### src/rtl/vblk_dma_pkg.sv
package vblk_dma_pkg;
  localparam int ADDR_W = 16;
  localparam logic [ADDR_W-1:0] VID_LO   = 16'h8000;
  localparam logic [ADDR_W-1:0] VID_HI   = 16'h9FFF;
  localparam logic [ADDR_W-1:0] TOP_LAST = 16'hFDFF;

  typedef enum logic [1:0] {
    SEL_SRC = 2'd0,
    SEL_DST = 2'd1,
    SEL_LEN = 2'd2
  } cfg_sel_e;

  // True when a source byte may be fetched from memory.
  function automatic logic src_ok(input logic [ADDR_W-1:0] a);
    return !((a >= VID_LO && a <= VID_HI) || a > TOP_LAST);
  endfunction
endpackage

### src/rtl/vblk_dma_plan.sv
module vblk_dma_plan
  import vblk_dma_pkg::*;
#(
  parameter int BLK_LG   = 4,
  parameter int LEN_BITS = 7,
  parameter int LW       = LEN_BITS + 1,
  parameter int BYTES_W  = LEN_BITS + BLK_LG + 1,
  parameter int COST_W   = BYTES_W + 3
) (
  input  logic [LEN_BITS-1:0] len_field,
  input  logic [ADDR_W-1:0]   dst,
  input  logic                blank,
  input  logic                disp_en,
  input  logic                dbl,
  input  logic                old_flag,
  output logic [BYTES_W-1:0]  chunk_bytes,
  output logic [LW-1:0]       next_len,
  output logic                ovf,
  output logic [COST_W-1:0]   cost
);
  logic [BYTES_W-1:0] prog_bytes;
  logic [BYTES_W-1:0] want;
  logic [ADDR_W:0]    room;
  logic [BYTES_W-1:0] rem;
  logic [LW-1:0]      blocks_m1;

  always_comb begin
    prog_bytes  = (BYTES_W'(len_field) + BYTES_W'(1)) << BLK_LG;
    want        = blank ? BYTES_W'(1 << BLK_LG) : prog_bytes;
    room        = (ADDR_W+1)'(1 << ADDR_W) - {1'b0, dst};
    ovf         = ((ADDR_W+1)'(want) >= room);
    chunk_bytes = ovf ? BYTES_W'(room) : want;
    rem         = disp_en ? (prog_bytes - chunk_bytes) : '0;
    blocks_m1   = LW'(rem >> BLK_LG) - LW'(1);
    next_len    = {blocks_m1[LW-1] | old_flag | ovf, blocks_m1[LW-2:0]};
    cost        = (COST_W'(chunk_bytes) << (dbl ? 2 : 1)) + COST_W'(4);
  end
endmodule

### src/rtl/vblk_dma_mover.sv
module vblk_dma_mover
  import vblk_dma_pkg::*;
#(
  parameter int              DW       = 8,
  parameter int              WIN_LG   = 13,
  parameter logic [15:0]     WIN_BASE = 16'h8000,
  parameter int              BYTES_W  = 12
) (
  input  logic                clk,
  input  logic                rst,
  input  logic                ld_src,
  input  logic                ld_dst,
  input  logic [ADDR_W-1:0]   ld_val,
  input  logic                start,
  input  logic [BYTES_W-1:0]  start_bytes,
  output logic                rd_en,
  output logic [ADDR_W-1:0]   rd_addr,
  input  logic [DW-1:0]       rd_data,
  output logic                vw_en,
  output logic [ADDR_W-1:0]   vw_addr,
  output logic [DW-1:0]       vw_data,
  output logic [ADDR_W-1:0]   dst_cur,
  output logic                busy,
  output logic                chunk_end
);
  logic [ADDR_W-1:0]  src_q, dst_q;
  logic               run_q;
  logic [BYTES_W-1:0] left_q;
  logic               p_valid_q, p_inv_q, p_last_q;
  logic [WIN_LG-1:0]  p_off_q;
  logic               vw_en_q, vw_last_q;
  logic [ADDR_W-1:0]  vw_addr_q;
  logic [DW-1:0]      vw_data_q;

  always_ff @(posedge clk) begin
    if (rst) begin
      src_q     <= '0;
      dst_q     <= '0;
      run_q     <= 1'b0;
      left_q    <= '0;
      p_valid_q <= 1'b0;
      p_inv_q   <= 1'b0;
      p_last_q  <= 1'b0;
      p_off_q   <= '0;
      vw_en_q   <= 1'b0;
      vw_last_q <= 1'b0;
      vw_addr_q <= '0;
      vw_data_q <= '0;
    end else begin
      if (ld_src) src_q <= ld_val;
      if (ld_dst) dst_q <= ld_val;
      if (start) begin
        run_q  <= 1'b1;
        left_q <= start_bytes;
      end else if (run_q) begin
        src_q  <= src_q + 1'b1;
        dst_q  <= dst_q + 1'b1;
        left_q <= left_q - 1'b1;
        if (left_q == BYTES_W'(1)) run_q <= 1'b0;
      end
      // stage 1: read in flight
      p_valid_q <= run_q;
      p_inv_q   <= !src_ok(src_q);
      p_off_q   <= dst_q[WIN_LG-1:0];
      p_last_q  <= (left_q == BYTES_W'(1));
      // stage 2: registered video write
      vw_en_q   <= p_valid_q;
      vw_last_q <= p_valid_q & p_last_q;
      vw_addr_q <= WIN_BASE | ADDR_W'(p_off_q);
      vw_data_q <= p_inv_q ? {DW{1'b1}} : rd_data;
    end
  end

  assign rd_en     = run_q & src_ok(src_q);
  assign rd_addr   = src_q;
  assign vw_en     = vw_en_q;
  assign vw_addr   = vw_addr_q;
  assign vw_data   = vw_data_q;
  assign dst_cur   = dst_q;
  assign busy      = run_q | p_valid_q | vw_en_q;
  assign chunk_end = vw_en_q & vw_last_q;

  assert_window_R3: assert property (@(posedge clk) disable iff (rst)
    vw_en |-> (vw_addr[ADDR_W-1:WIN_LG] == WIN_BASE[ADDR_W-1:WIN_LG]))
    else $error("video write outside window");

  assert_fill_R4: assert property (@(posedge clk) disable iff (rst)
    (p_valid_q && p_inv_q) |=> (vw_en && vw_data == {DW{1'b1}}))
    else $error("unreadable source not replaced by all-ones");
endmodule

### src/rtl/vblk_dma.sv
module vblk_dma
  import vblk_dma_pkg::*;
#(
  parameter int          BLK_LG   = 4,
  parameter int          LEN_BITS = 7,
  parameter int          WIN_LG   = 13,
  parameter logic [15:0] WIN_BASE = 16'h8000,
  parameter int          DW       = 8,
  parameter int          LW       = LEN_BITS + 1,
  parameter int          BYTES_W  = LEN_BITS + BLK_LG + 1,
  parameter int          COST_W   = BYTES_W + 3
) (
  input  logic              clk,
  input  logic              rst,
  input  logic              cfg_we,
  input  logic [1:0]        cfg_sel,
  input  logic [15:0]       cfg_wdata,
  input  logic              gen_go,
  input  logic              blank_req,
  input  logic              disp_en,
  input  logic              dbl_speed,
  output logic              rd_en,
  output logic [15:0]       rd_addr,
  input  logic [DW-1:0]     rd_data,
  output logic              vw_en,
  output logic [15:0]       vw_addr,
  output logic [DW-1:0]     vw_data,
  output logic              busy,
  output logic              done,
  output logic [COST_W-1:0] cost,
  output logic [LW-1:0]     len_out,
  output logic              blank_on
);
  logic [LW-1:0]      len_q, pend_len_q;
  logic               blank_q, done_q, pend_ovf_q;
  logic [COST_W-1:0]  pend_cost_q, cost_q;
  logic               busy_w, chunk_end, accept, cfg_ok;
  logic [ADDR_W-1:0]  dst_cur;
  logic [BYTES_W-1:0] chunk_bytes;
  logic [LW-1:0]      next_len;
  logic               ovf_c;
  logic [COST_W-1:0]  cost_c;
  cfg_sel_e           sel;

  assign sel    = cfg_sel_e'(cfg_sel);
  assign cfg_ok = cfg_we & ~busy_w;
  assign accept = ~busy_w & (blank_q ? blank_req : gen_go);

  vblk_dma_plan #(
    .BLK_LG(BLK_LG), .LEN_BITS(LEN_BITS), .LW(LW),
    .BYTES_W(BYTES_W), .COST_W(COST_W)
  ) u_plan (
    .len_field  (len_q[LEN_BITS-1:0]),
    .dst        (dst_cur),
    .blank      (blank_q),
    .disp_en    (disp_en),
    .dbl        (dbl_speed),
    .old_flag   (len_q[LW-1]),
    .chunk_bytes(chunk_bytes),
    .next_len   (next_len),
    .ovf        (ovf_c),
    .cost       (cost_c)
  );

  vblk_dma_mover #(
    .DW(DW), .WIN_LG(WIN_LG), .WIN_BASE(WIN_BASE), .BYTES_W(BYTES_W)
  ) u_mover (
    .clk        (clk),
    .rst        (rst),
    .ld_src     (cfg_ok && sel == SEL_SRC),
    .ld_dst     (cfg_ok && sel == SEL_DST),
    .ld_val     (cfg_wdata),
    .start      (accept),
    .start_bytes(chunk_bytes),
    .rd_en      (rd_en),
    .rd_addr    (rd_addr),
    .rd_data    (rd_data),
    .vw_en      (vw_en),
    .vw_addr    (vw_addr),
    .vw_data    (vw_data),
    .dst_cur    (dst_cur),
    .busy       (busy_w),
    .chunk_end  (chunk_end)
  );

  always_ff @(posedge clk) begin
    if (rst) begin
      len_q       <= '0;
      blank_q     <= 1'b0;
      pend_len_q  <= '0;
      pend_ovf_q  <= 1'b0;
      pend_cost_q <= '0;
      cost_q      <= '0;
      done_q      <= 1'b0;
    end else begin
      done_q <= 1'b0;
      if (cfg_ok && sel == SEL_LEN) begin
        len_q   <= cfg_wdata[LW-1:0];
        blank_q <= cfg_wdata[LW];
      end
      if (accept) begin
        pend_len_q  <= next_len;
        pend_ovf_q  <= ovf_c;
        pend_cost_q <= cost_c;
      end
      if (chunk_end) begin
        len_q  <= pend_len_q;
        cost_q <= pend_cost_q;
        done_q <= 1'b1;
        if (pend_len_q[LW-1]) blank_q <= 1'b0;
      end
    end
  end

  assign busy     = busy_w;
  assign done     = done_q;
  assign cost     = cost_q;
  assign len_out  = len_q;
  assign blank_on = blank_q;

  assert_busy_done_R11: assert property (@(posedge clk) disable iff (rst)
    $fell(busy) |-> done)
    else $error("busy fell without a done pulse");

  assert_blank_stop_R9: assert property (@(posedge clk) disable iff (rst)
    (done && len_out[LW-1]) |-> !blank_on)
    else $error("blanking still armed with flag set");

  assert_ovf_flag_R5: assert property (@(posedge clk) disable iff (rst)
    (chunk_end && pend_ovf_q) |=> len_out[LW-1])
    else $error("overflowing chunk left flag clear");

  assert_done_pulse_R8: assert property (@(posedge clk) disable iff (rst)
    done |=> !done)
    else $error("done held for more than one cycle");
endmodule

### config.mk
export PLATFORM = sky130hd
export DESIGN_NAME = vblk_dma
export DESIGN_NICKNAME = d
export VERILOG_FILES = /design/src/rtl/vblk_dma_pkg.sv /design/src/rtl/vblk_dma_plan.sv /design/src/rtl/vblk_dma_mover.sv /design/src/rtl/vblk_dma.sv
export SDC_FILE = /design/constraint.sdc
export NUM_CORES = 1
export LEC_CHECK = 0
export ABC_AREA = 1
export BUFFER_PORTS_ARGS = -buffer_cell sky130_fd_sc_hd__buf_4
export CAP_MARGIN = 20
export CORE_ASPECT_RATIO = 0.75
export CORE_MARGIN = 2
export CORE_UTILIZATION = 30
export DETAILED_ROUTE_END_ITERATION = 12
export GPL_TIMING_DRIVEN = 0
export SLEW_MARGIN = 0
export SYNTH_ARGS = -nofsm -noshare
export SYNTH_HDL_FRONTEND = slang
export SYNTH_HIERARCHICAL = 1
export SYNTH_SLANG_ARGS = --single-unit
### constraint.sdc
create_clock -name clk -period 5.5 [get_ports clk]
set_input_delay 0.275 -clock clk [delete_from_list [all_inputs] [get_ports clk]]
set_output_delay 0.275 -clock clk [all_outputs]
set_load 0.005 [all_outputs]
* After elaboration in Yosys (flattened, before gate mapping)
Cells that the tools add are included.
** Word-level totals
- Bits in registers :: 135
- Output and inout port bits :: 68
- Logic and storage cells :: 78
** Operators by class
- Add/subtract/negate cells :: 8
- $lt $le $gt $ge :: 4
- Equality and inequality tests :: 3
- Shift operators :: 1
- Multiplexer cells :: 24
- Bitwise logic cells :: 10
- Reduce and logical (&&, ||, !) cells :: 9
** Operator list (number)
- 16-bit two-way mux :: 7
- 12-bit two-way mux :: 5
- 16-bit by 1-bit adder with 16-bit output, second input constant :: 2
- 8-bit two-way mux :: 3
- 12-bit by 17-bit greater-or-equal comparator with 1-bit output :: 1
- 17-bit by 16-bit subtractor with 17-bit output, first input constant :: 1
- 16-bit greater-or-equal comparator, second input constant :: 1
- 16-bit greater-than comparator, second input constant :: 1
- 16-bit <= comparator, second input constant :: 1
- 15-bit by 3-bit adder with 15-bit output, second input constant :: 1
- 12-bit by 2-bit << shifter with 15-bit output :: 1
- 12-bit by 1-bit == test with 1-bit output, second input constant :: 1
- 12-bit by 1-bit subtractor with 12-bit output, second input constant :: 1
- 12-bit subtractor :: 1
- 7-bit by 1-bit adder with 8-bit output, second input constant :: 1
- 1-bit two-way mux :: 8
- 8-bit by 1-bit subtractor with 8-bit output, second input constant :: 1
- 1-bit bitwise AND :: 5
- 1-bit logical AND :: 4
- 1-bit OR :: 4
- 2-bit nonzero test :: 2
- 2-bit by 1-bit == test with 1-bit output, second input constant :: 1
- 2-bit == test, second input constant :: 1
- 2-bit zero test :: 1
- other kinds (4) :: 4

* Logic depth before layout (Yosys ltp)
- Depth after elaboration :: 9
- Gate-level depth with buffers :: 37
- Depth with buffers taken out :: 36

* By module
Netlist, hierarchy kept.
** Modules (own cells, without submodules)
- vblk_dma_mover :: times used 1, cells each 594, area each 4161.5 um2, seq. area each 1701.6 um2
- vblk_dma_plan :: times used 1, cells each 384, area each 2113.3 um2, seq. area each 0.0 um2
- vblk_dma :: times used 1, cells each 289, area each 2087.0 um2, seq. area each 960.9 um2

* Least setup slack after synthesis
No wires, ideal clock.
- Path kind :: reg-to-reg
- Start point :: reg len_q[0] (netlist: len_out[0])
- End point :: reg pend_len_q[7]
- Setup time :: 0.114 ns
- Arrival time :: 4.319 ns
- Required time :: 5.386 ns
- Slack :: 1.067 ns
- Stages on the path, launching flop included :: 32
- Path through :: dfxtp_1 > ha_1 > nand2_1 > inv_1 > nand3_1 > nor2_1 > xor2_1 > nor2_1 > ha_1 > nand2_1 > nor2_1 > nand4_1 > o21ai_2 > nand2_2 > nand2_4 > nand2_8 > buf_6 > o21a_4 > ha_1 > a21oi_1 > inv_1 > a21oi_1 > nor3_1 > a2111oi_0 > nand2_1 > nand2_1 > nand3_1 > nand4_1 > nand3_1 > nand3b_1 > nand2_1 > nor2_2
** On the way
- Longest elaborated chain between the ends :: 9
** Ends and longest elaborated chain
- from (decl) :: RTL line vblk_dma.sv:34 : logic [LW-1:0] len_q, pend_len_q;
- from (signal assigned) :: RTL line vblk_dma.sv:98 : len_q <= cfg_wdata[LW-1:0];
- from (signal assigned) :: RTL line vblk_dma.sv:107 : len_q <= pend_len_q;
- 7-bit by 1-bit adder with 8-bit output * :: RTL line vblk_dma_plan.sv:28 : prog_bytes = (BYTES_W'(len_field) + BYTES_W'(1)) << BLK_LG;
- 12-bit two-way mux :: RTL line vblk_dma_plan.sv:29 : want = blank ? BYTES_W'(1 << BLK_LG) : prog_bytes;
- 12-bit by 17-bit greater-or-equal comparator with 1-bit output :: RTL line vblk_dma_plan.sv:31 : ovf = ((ADDR_W+1)'(want) >= room);
- 12-bit two-way mux :: RTL line vblk_dma_plan.sv:32 : chunk_bytes = ovf ? BYTES_W'(room) : want;
- 12-bit subtractor :: RTL line vblk_dma_plan.sv:33 : rem = disp_en ? (prog_bytes - chunk_bytes) : '0;
- 12-bit two-way mux :: RTL line vblk_dma_plan.sv:33
- 8-bit by 1-bit subtractor with 8-bit output :: RTL line vblk_dma_plan.sv:34 : blocks_m1 = LW'(rem >> BLK_LG) - LW'(1);
- 1-bit OR :: RTL line vblk_dma_plan.sv:35 : next_len = {blocks_m1[LW-1] | old_flag | ovf, blocks_m1[LW-2:0]};
- 1-bit OR * :: RTL line vblk_dma_plan.sv:35
- via next_len[7] :: RTL line vblk_dma.sv:40 : logic [LW-1:0] next_len;
- to (signal assigned) :: RTL line vblk_dma.sv:102 : pend_len_q <= next_len;
- to (decl) :: RTL line vblk_dma.sv:34
Mark *: on every way through the listed nets, which the timed path passes. The rest lies on a longest branch.
A chain may end at the register's enable or synchronous reset.

* Worst setup path after layout
- Start point :: reg len_q[0] (netlist: len_out[0])
- End point :: reg pend_len_q[6]
** On the way
- Longest elaborated chain between the ends :: 7
** Ends and longest elaborated chain (RTL line)
- 7-bit by 1-bit adder with 8-bit output * :: vblk_dma_plan.sv:28
- 12-bit two-way mux :: vblk_dma_plan.sv:29
- 12-bit by 17-bit greater-or-equal comparator with 1-bit output :: vblk_dma_plan.sv:31
- 12-bit two-way mux :: vblk_dma_plan.sv:32
- 12-bit subtractor * :: vblk_dma_plan.sv:33
- 12-bit two-way mux * :: vblk_dma_plan.sv:33
- 8-bit by 1-bit subtractor with 8-bit output * :: vblk_dma_plan.sv:34
- via next_len[6] :: vblk_dma.sv:40
Marked as above.

==> key figures <==
Finish
  • Final nets: 1,442
  • Antenna fix cells: 0
  • Commonest non-fill, non-tap cell in the layout: nand2_1
  • Layout area overhead: 21.1%
  • Share of cells above drive strength 1: 18.7%
  • Layout Cell Area excl Fill: 10,100 sq um
  • Commonest non-fill, non-tap cells in the layout: nand2_1 (278), nor2_1 (222), inv_1 (154)

Power
  • Tot Pwr: 3.21 mW
  • Comb power frac: 29.5%
  • P_sw: 1.17 mW
  • Sw Share: 36.5%
  • Pint: 2.04 mW
  • Part of the power in registers: 35.3%
  • Power Density: 318 nW/um^2
  • Leak Pwr: 4.73 nW
  • VDD IR-drop max: 0.166 mV
  • Power share of the clock group: 35.2%

Clock tree
  • CTS tree: built
  • Clock latency on the worst-skew pair: 0.43 ns
  • Root Buffer: clkbuf_16
  • Maximum root-to-sink buffer count: 2
  • Clk sinks: 133
  • Total CTS buffers: 17
  • H-Tree Depth: 4
  • CTS clock-pin slew for the worst setup and hold paths: 0.07 ns

STA
  • Final period util: 92.8%
  • Peak Freq: 0.196 GHz
  • Tightest Pin Transition: 0.785 ns
  • Setup_tns: 0 ns
  • Slew Viols, Final: 0
  • Slew margin rel.: 47.7%
  • Clock skew: 0.0139 ns
  • Setup Viol. Count Final: 0
  • Min Tclk post-route: 5.10 ns
  • Final hold vios: 0

Route
  • First-pass iteration count of the detailed router: 5
  • Vias: 8,265
  • Remaining antenna violation count after routing: 0
  • DRC Markers: 0
  • Starting DRT DRC Count: 721
  • Post-Route WL: 25,200 microns
  • Drt wl/cell: 14.4 microns
  • Via density: 4.73

Logic synthesis
  • Synth Register Bits: 133
  • Synth top area cells: dfxtp_1 (32%), nand2_1 (12%), nor2_1 (10%)
  • Post-Syn Area: 8360 sq um
  • Synth Instances: 1,267
  • Post-synth cell types: 49
  • Compound-Gate Fraction of Synth Area: 13.4%
  • Yosys warns: 6
  • Synth Area in Adders: 3.74%
  • Post-synthesis mux area share: 0%
  • Largest family of logic cells by synthesized area: simple AND/OR/NAND/NOR gates
  • Synth top area share: 31.8%
  • Post-synth top area cell: dfxtp_1
  • XOR/XNOR share of the synthesized area: 3.34%
  • Synth Area per Inst: 6.60 sq um
  • Register area share after synthesis: 31.8%
  • Simple-Gate Fraction of Synth Area: 36.7%

Worst setup path
  • FF-to-FF path depth: 33
  • Crit. End Element: flop
  • Slowest stage delay, CP: 0.43 ns
  • Worst r2r dst: pend_len_q[6]
  • Setup CP Type: flop to flop
  • WP data arrival: 5.43 ns
  • CP most frequent cell: nand2_1
  • Worst path slowest cell: dfxtp_2
  • Reg-to-reg startpoint: len_out[0]
  • CP startpoint kind: flop
  • CP max FO: 10
  • Required @ worst endpoint: 5.82 ns
  • R2r setup slk: 0.40 ns

Floorplanning
  • Total die area: 29,200 sq um
  • Chip height: 149 microns
  • I/O pins: 101
  • Row cnt: 52
  • Die W: 197 microns
  • Initial Utilization: 30.7%
  • Core area: 27,200 sq um

Global route
  • Total track usage: 17.4%
  • Vias in the first global route: 7,533
  • Grt ovf: 0
  • Initial antenna violation count: 0
  • Largest net degree at the start of global routing: 17
  • First-pass GRT wire length: 40,000 microns

Min path
  • Hold depth: 3
  • Min-Delay Startpoint: rd_data[5]
  • Hold Path End: u_mover/vw_data[5]
  • Worst hold path class: input pin to flop

Placement
  • GP Congestion: 0.875
  • Port Buffers: 97
  • DP Area: 9530 sq um
  • Dpl hpwl: 19,400 microns

Flow run
  • Max-cap violations: 0

Status
  • Status: complete, no violations
## flip-flops by register name, summed over array words and instances (netlist names), 8 cells and up
signal           cells
u_mover/vw_data      8
cost                15
u_mover/p_off_q     13
u_mover/left_q      12
pend_cost_q         15
u_mover/dst_cur     16
u_mover/rd_addr     16
u_mover/vw_addr     14
pend_len_q           8
len_out              8
## area by class of cell
| cell class | instances | area, sq um |
|---|---|---|
| Fill cell | 2863 | 17100 |
| Multi-Input combinational cell | 922 | 4810 |
| Sequential cell | 133 | 2670 |
| Timing Repair Buffer | 97 | 728 |
| Inverter | 164 | 621 |
| Tap cell | 351 | 439 |
| Clock buffer | 17 | 425 |
| Buffer | 49 | 290 |
| Clock inverter | 14 | 141 |
## timing repair
action                                  in CTS  in global routing
resized for setup                            0                  7
endpoints found under the setup margin       0                  4
hold buffers                                 0                  0
buffers inserted                             0                  0
## logic make-up after synthesis
logic type                 Yosys count
AOI/OAI and AO/OA                  182
adders and majority gates           25
xor gates and xnor gates            31
DFF                                133
other                                2
and+or+nand+nor                    681
buffers and inverters              213
## Yosys cell counts (all sizes together)
cell / number
o21bai: 4
ha: 25
a2111oi: 1
nor2: 256
o21ai: 79
a31oi: 6
nand3: 71
a211oi: 2
buf: 34
conb: 2
nand4: 13
o31ai: 1
a21boi: 1
or2: 1
inv: 164
nor4: 1
nand3b: 28
nor3: 12
o21a: 1
nand2: 297
dfxtp: 133
clkbuf: 15
a22oi: 8
a21o: 2
a21oi: 67
xor2: 23
xnor2: 8
o211ai: 9
nor3b: 2
a31o: 1
## per-stage QoR
stage	hold slack, ns	setup slack, ns	util (%)	instances
3_5_place_dp	0.393	0.101	35.1	1716
3_3_place_gp	0.395	0.145	35.1	1716
4_1_cts	0.0324	0.0393	37.1	1747
5_1_grt	0.0380	-0.0122	37.2	1747
6_report	0.0512	0.396	37.2	1747
2_1_floorplan	0.347	1.07	-	1268
## worst max-delay path, delay by kind of cell (launching register included)
family | cells | cell delay [ns]
adder cells (fa/ha/maj) | 3 | 0.88
XOR/XNOR | 1 | 0.25
AND/OR/NAND/NOR | 22 | 2.26
AO/OA/AOI/OAI | 4 | 0.81
flip-flops | 1 | 0.43
buffers and inverters | 3 | 0.32
## routing by layer
| metal | global-route usage (%) | up-vias | wire length (microns) |
|---|---|---|---|
| met5 | 0 | - | 0 |
| met4 | 5.15 | 0 | 442 |
| met3 | 3.47 | 34 | 1720 |
| met2 | 25.9 | 250 | 10300 |
| met1 | 25.3 | 3735 | 12600 |
| li1 | - | 4246 | - |
## worst max-delay path by stage
stage / from / to
floorplan: len_out[0] / pend_len_q[7]
global placement: len_out[0] / pend_len_q[7]
detailed placement: len_out[0] / pend_len_q[7]
CTS: len_out[0] / pend_len_q[7]
global route: len_out[0] / pend_len_q[6]
finish: len_out[0] / pend_len_q[6]
## power groups by stage
stage	logic [mW]	registers (mW)	clock network, mW
5_1_grt	1.07	1.15	1.20
6_report	0.947	1.13	1.13
3_5_place_dp	0.932	1.16	0
4_1_cts	0.938	1.13	1.16
2_1_floorplan	0.694	1.13	0
3_3_place_gp	0.923	1.15	0
No activity file was read; power rests on OpenSTA's default activity.
